`src/rtl/bam_pkg.sv`:
```
package bam_pkg;
  localparam int MAX_WORDS = 5;
  localparam int WORD_W = 64;

  typedef struct packed {
    logic load;     // latch first address and word count
    logic capture;  // store response word, step address
  } bam_strb_s;

  function automatic logic [2:0] wordsForSize(input logic [1:0] sz);
    case (sz)
      2'd0: return 3'd1;
      2'd1: return 3'd2;
      2'd2: return 3'd4;
      default: return 3'd5;
    endcase
  endfunction
endpackage

```
`src/rtl/bam_datapath.sv`:
```
module bam_datapath
  import bam_pkg::*;
#(
  parameter int ADDR_W = 32,
  parameter int BUF_W = 8,
  parameter logic [ADDR_W-1:0] RST_BASE = 32'h0020_0000
) (
  input  logic                      clk,
  input  logic                      rstN,
  input  logic                      cfgWrEn,
  input  logic [ADDR_W-1:0]         cfgWrData,
  output logic [ADDR_W-1:0]         cfgRdData,
  input  logic [ADDR_W-1:0]         realBase,
  input  logic [ADDR_W-1:0]         memOffset,
  input  logic [BUF_W-1:0]          bufNum,
  input  bam_strb_s                 strb,
  output logic                      lastWord,
  output logic [ADDR_W-1:0]         entryAddr,
  output logic [2:0]                entryCount,
  output logic [MAX_WORDS*WORD_W-1:0] entriesOut,
  input  logic [WORD_W-1:0]         rspData
);
  localparam logic [ADDR_W-1:0] ALIGN_MASK = ~ADDR_W'(63);

  logic [ADDR_W-1:0] adjBase;
  logic [1:0]        mapSize;
  logic [2:0]        wordIdx;
  logic [WORD_W-1:0] words [MAX_WORDS];
  logic [ADDR_W-1:0] firstAddr;
  logic [ADDR_W-1:0] undone;

  assign firstAddr = adjBase + (ADDR_W'(bufNum) << (3 + mapSize));
  assign undone    = adjBase - realBase - memOffset;
  assign cfgRdData = (undone & ALIGN_MASK) | ADDR_W'(mapSize);
  assign lastWord  = (wordIdx == entryCount - 3'd1);

  always_ff @(posedge clk) begin
    if (!rstN) begin
      adjBase <= RST_BASE;
      mapSize <= 2'd0;
    end else if (cfgWrEn) begin
      adjBase <= (cfgWrData & ALIGN_MASK) + realBase + memOffset;
      mapSize <= cfgWrData[1:0];
    end
  end

  always_ff @(posedge clk) begin
    if (!rstN) begin
      entryAddr  <= '0;
      entryCount <= 3'd1;
      wordIdx    <= '0;
    end else if (strb.load) begin
      entryAddr  <= firstAddr;
      entryCount <= wordsForSize(mapSize);
      wordIdx    <= '0;
    end else if (strb.capture) begin
      entryAddr <= entryAddr + ADDR_W'(8);
      wordIdx   <= wordIdx + 3'd1;
    end
  end

  for (genvar i = 0; i < MAX_WORDS; i++) begin : g_word
    always_ff @(posedge clk) begin
      if (!rstN) words[i] <= '0;
      else if (strb.capture && wordIdx == 3'(i)) words[i] <= rspData;
    end
    assign entriesOut[i*WORD_W +: WORD_W] = words[i];
  end
endmodule

```
`src/rtl/bam_control.sv`:
```
module bam_control
  import bam_pkg::*;
(
  input  logic      clk,
  input  logic      rstN,
  input  logic      startValid,
  input  logic      memReqReady,
  input  logic      memRspValid,
  input  logic      lastWord,
  output bam_strb_s strb,
  output logic      memReqValid,
  output logic      busy,
  output logic      done
);
  typedef enum logic [1:0] {S_IDLE, S_REQ, S_WAIT} state_e;
  state_e state, stateNext;

  always_comb begin
    strb = '0;
    stateNext = state;
    case (state)
      S_IDLE: if (startValid) begin
        strb.load = 1'b1;
        stateNext = S_REQ;
      end
      S_REQ: if (memReqReady) stateNext = S_WAIT;
      S_WAIT: if (memRspValid) begin
        strb.capture = 1'b1;
        stateNext = lastWord ? S_IDLE : S_REQ;
      end
      default: stateNext = S_IDLE;
    endcase
  end

  always_ff @(posedge clk) begin
    if (!rstN) begin
      state <= S_IDLE;
      done  <= 1'b0;
    end else begin
      state <= stateNext;
      done  <= (state == S_WAIT) && memRspValid && lastWord;
    end
  end

  assign memReqValid = (state == S_REQ);
  assign busy = (state != S_IDLE);
endmodule

```
`src/rtl/bufmap_addr_unit.sv`:
```
module bufmap_addr_unit
  import bam_pkg::*;
#(
  parameter int BUF_W = 8
) (
  input  logic                         clk,
  input  logic                         rstN,
  input  logic                         cfgWrEn,
  input  logic [31:0]                  cfgWrData,
  output logic [31:0]                  cfgRdData,
  input  logic [31:0]                  realBase,
  input  logic [31:0]                  memOffset,
  input  logic                         startValid,
  input  logic [BUF_W-1:0]             bufNum,
  output logic                         busy,
  output logic                         memReqValid,
  input  logic                         memReqReady,
  output logic [31:0]                  memReqAddr,
  input  logic                         memRspValid,
  input  logic [63:0]                  memRspData,
  output logic                         done,
  output logic [2:0]                   doneCount,
  output logic [MAX_WORDS*WORD_W-1:0]  entriesOut
);
  bam_strb_s strb;
  logic lastWord;

  bam_control u_ctrl (
    .clk(clk), .rstN(rstN), .startValid(startValid),
    .memReqReady(memReqReady), .memRspValid(memRspValid),
    .lastWord(lastWord), .strb(strb), .memReqValid(memReqValid),
    .busy(busy), .done(done)
  );

  bam_datapath #(.ADDR_W(32), .BUF_W(BUF_W)) u_dp (
    .clk(clk), .rstN(rstN), .cfgWrEn(cfgWrEn), .cfgWrData(cfgWrData),
    .cfgRdData(cfgRdData), .realBase(realBase), .memOffset(memOffset),
    .bufNum(bufNum), .strb(strb), .lastWord(lastWord),
    .entryAddr(memReqAddr), .entryCount(doneCount),
    .entriesOut(entriesOut), .rspData(memRspData)
  );
endmodule

```
`config.mk`:
```
export PLATFORM = sky130hd
export DESIGN_NAME = bufmap_addr_unit
export DESIGN_NICKNAME = d
export VERILOG_FILES = /design/src/rtl/bam_pkg.sv /design/src/rtl/bam_datapath.sv /design/src/rtl/bam_control.sv /design/src/rtl/bufmap_addr_unit.sv
export SDC_FILE = /design/constraint.sdc
export NUM_CORES = 1
export LEC_CHECK = 0
export CORE_UTILIZATION = 40
export CTS_CLUSTER_SIZE = 24
export DETAILED_ROUTE_END_ITERATION = 6
export DONT_BUFFER_PORTS = 1
export GPL_TIMING_DRIVEN = 0
export PLACE_DENSITY_LB_ADDON = 0.15
export SYNTH_ARGS = -nofsm -noshare
export SYNTH_HDL_FRONTEND = slang
export SYNTH_HIERARCHICAL = 1
export SYNTH_SLANG_ARGS = --single-unit
```
`constraint.sdc`:
```
create_clock -name clk -period 14.4 [get_ports clk]
set_input_delay 3.6 -clock clk [delete_from_list [all_inputs] [get_ports clk]]
set_output_delay 3.6 -clock clk [all_outputs]
set_load 0.03 [all_outputs]
```
==> results.toml <==
[cells_and_area]
diodes = 0
fin_nets = 2215
drive_gt1_share_pct = 5.68
design_area_um2 = 23500
syn_to_final_growth_pct = 11.2
layout_common_cells = "and2_1, edfxtp_1, inv_1, ha_1, nor2_1"
final_common_cell = "and2_1"

[power]
seqPwrFrac_pct = 43.9
p_int_w = 0.00220
vdd_ir_drop_max_v = 0.0000971
switching_share_pct = 33.6
p_per_area_nw_per_um2 = 141
power_frac_comb_pct = 23.6
p_leak_nw = 9.41
p_switching_w = 0.00111
p_clk_share_pct = 32.4

[cts]
clk_path_buf_depth = 3
cts_tree = "yes"
htree_levels = 2
post_cts_buffers = 0
clock_sinks = 395
cts_resized = 0
cts_root_buf = "clkbuf_16"
clkTransAtPathRegs_ps = 60
numCtsBuffers = 40
insertion_delay_ps = 540
cts_hold_buffers = 0

[floorplan]
die_w_um = 232
die_h_um = 232
row_count = 83
dieArea_um2 = 53700
core_um2 = 51700
start_util_pct = 40.9
io_pins = 564

[sta]
max_slew_margin_pct = 11.1
finalCriticalPeriod_ps = 10670
fmax_mhz = 93.7
hold_viol_final = 0
rsz0062_at_grt = "false"
holdWs_ps = 537
period_share_pct = 74.1
tns_ps = 0
finalSetupViolCount = 0
finClkSkew_ps = 21.8
finalMaxSlewViolations = 0
worst_pin_slew_ps = 1330

[yosys]
syn_inst = 1837
synth_area_per_cell_um2 = 11.5
synth_seq_area_share_pct = 52.6
yosysWarnings = 6
synth_edf_count = 320
synth.cell_area_um2 = 21100
postSynthRegisterBits = 395
async_flop_share_pct = 0
ys_types = 79
ys.flop_type = "edfxtp_1"

[detailed_routing]
routed_wirelength_um = 64500
dr.pass1.iters = 5
drc = 0
antenna_left = 0
via_count = 13700
vias_per_cell = 5.27
drtIter0Drc = 920
wire_per_inst_um = 24.8

[flow_run]
drv_cap = 0

[setup_path]
crit_top_cell = "a21oi_1"
crit_slowest_cell = "xor2_1"
cp-start-kind = "input port"
path_class = "input port to output port"
cp.required_ps = 10800
worstPathMaxFanout = 7
end_kind = "output port"
critPathMaxStageDelay_ps = 550
worstRegToRegCells = 15
crit_arrival_ps = 7070
worstPathCellList = "inv_1, fa_1, ha_1, clkbuf_1, a21oi_1, a21boi_0, a2111o_1, o2111ai_1, nand2_1, a21oi_1, o21bai_1, xor2_1"

[global_route]
grt_pass1_vias = 13700
grt_pass1_wl_um = 92500
overflow = 0
antenna_found_initial = 0
track_usage_pct = 23.2
grt_max_degree = 60

[placement]
port-buffer-count = 0
dpl_cell_area_um2 = 22200
hpwl_um = 50100
routabilityCongestion = 0.932

[outcome]
status = "complete, no violations"

[worst_hold_path]
min_path_type = "flip-flop to flip-flop"
hold_depth = 2
==> worst paths after layout <==
check | startpoint | to | slack (ps)
max reg2reg | u_dp/mapSize[0] | u_dp/entryAddr[21] | 9590
max | realBase[13] | cfgRdData[25] | 3730
min reg2reg | u_dp/adjBase[3] | u_dp/adjBase[3] | 540
min | u_dp/adjBase[3] | u_dp/adjBase[3] | 540
==> metrics by stage <==
step                total power, W  std cells  utilization (%)  worst slack, ps
floorplan                  0.00208       1840                -             4370
global placement           0.00226       2520             42.5             3800
detailed placement         0.00226       2525             42.8             3780
CTS                        0.00334       2598             45.4             3740
global route               0.00346       2598             45.4             3550
finish                     0.00332       2598             45.4             3730
==> cell type report <==
class	count	area, µm²
clock inverters	24	307
fillers	4762	28200
flip-flops and latches	395	11100
multi-input cells	1250	9240
well taps	680	851
plain buffers	78	385
inverters	117	439
clock buffers	49	1040
repair buffers	5	123
==> cell usage after synthesis (3+ instances only) <==
| cell | instances | area share, % |
|---|---|---|
| a31oi_1 | 20 | 0.59 |
| nand3_1 | 32 | 0.76 |
| nor2b_1 | 9 | 0.27 |
| xor2_1 | 35 | 1.5 |
| clkbuf_1 | 58 | 1.0 |
| mux2_2 | 5 | 0.27 |
| and2_1 | 331 | 9.8 |
| and4_1 | 8 | 0.33 |
| nand4_1 | 30 | 0.89 |
| a21boi_0 | 4 | 0.14 |
| a211o_1 | 3 | 0.12 |
| or2_2 | 6 | 0.18 |
| nor3_1 | 12 | 0.28 |
| o211ai_1 | 10 | 0.36 |
| buf_6 | 3 | 0.16 |
| fa_1 | 57 | 5.4 |
| ha_1 | 97 | 5.7 |
| a21o_1 | 35 | 1.2 |
| a41o_1 | 3 | 0.14 |
| inv_1 | 115 | 2.0 |
| and3_1 | 20 | 0.59 |
| o2111ai_1 | 3 | 0.12 |
| buf_1 | 3 | 0.053 |
| o21a_1 | 5 | 0.18 |
| xnor2_1 | 67 | 2.8 |
| or3_1 | 7 | 0.21 |
| mux2i_1 | 34 | 1.6 |
| o21ai_1 | 5 | 0.12 |
| a21oi_1 | 89 | 2.1 |
| o221ai_1 | 3 | 0.12 |
| buf_4 | 9 | 0.32 |
| nand3b_1 | 3 | 0.11 |
| edfxtp_1 | 320 | 45 |
| a211oi_1 | 17 | 0.60 |
| o22ai_1 | 9 | 0.27 |
| nor2_1 | 93 | 1.7 |
| nand4b_1 | 3 | 0.12 |
| o21bai_1 | 11 | 0.39 |
| o21ai_0 | 49 | 1.2 |
| nor4_1 | 4 | 0.12 |
| dfxtp_1 | 75 | 7.1 |
| nand2_1 | 91 | 1.6 |
==> kinds of logic (layout without fill, tap and decap cells) <==
kind of cell	count (synthesis)	in the layout	share of synthesized area [%]
compound gates	288	288	8.71
xor+xnor	102	102	4.23
fa+ha+maj	154	154	11.1
buf+inv	195	273	3.90
flops	395	395	52.6
mux	39	39	1.88
other cells	1	4	0.0177
simple gates	663	663	17.5
==> power groups by stage <==
stage          clock [W]  combinational, W  sequential, W
2_1_floorplan          0          0.000635        0.00144
3_3_place_gp           0          0.000768        0.00149
3_5_place_dp           0          0.000777        0.00148
4_1_cts          0.00109          0.000783        0.00146
5_1_grt          0.00113          0.000862        0.00146
6_report         0.00108          0.000783        0.00146
==> critical path: cells and delay by family <==
family | cells | cell delay [ps]
XOR/XNOR | 1 | 550
buffers and inverters | 2 | 220
adder cells (fa/ha/maj) | 2 | 780
AO/OA/AOI/OAI | 6 | 1760
AND/OR/NAND/NOR | 1 | 170
==> flip-flops by register name, indices dropped and copies added, names as in the netlist <==
name	flops
u_dp/entryAddr	32
u_dp/adjBase	32
u_dp/entryCount	3
u_dp/wordIdx	3
u_ctrl/state	2
u_dp/words	320
u_ctrl/done	1
u_dp/mapSize	2
==> routing by layer <==
metal	part of all wire, %	GRT usage (%)	vias up
li1	-	-	6517
met4	2.6	6.37	0
met2	52	42.2	475
met5	0	0	-
met3	8.1	7.08	85
met1	38	26.0	6606
No activity file was read; power rests on OpenSTA's default activity.
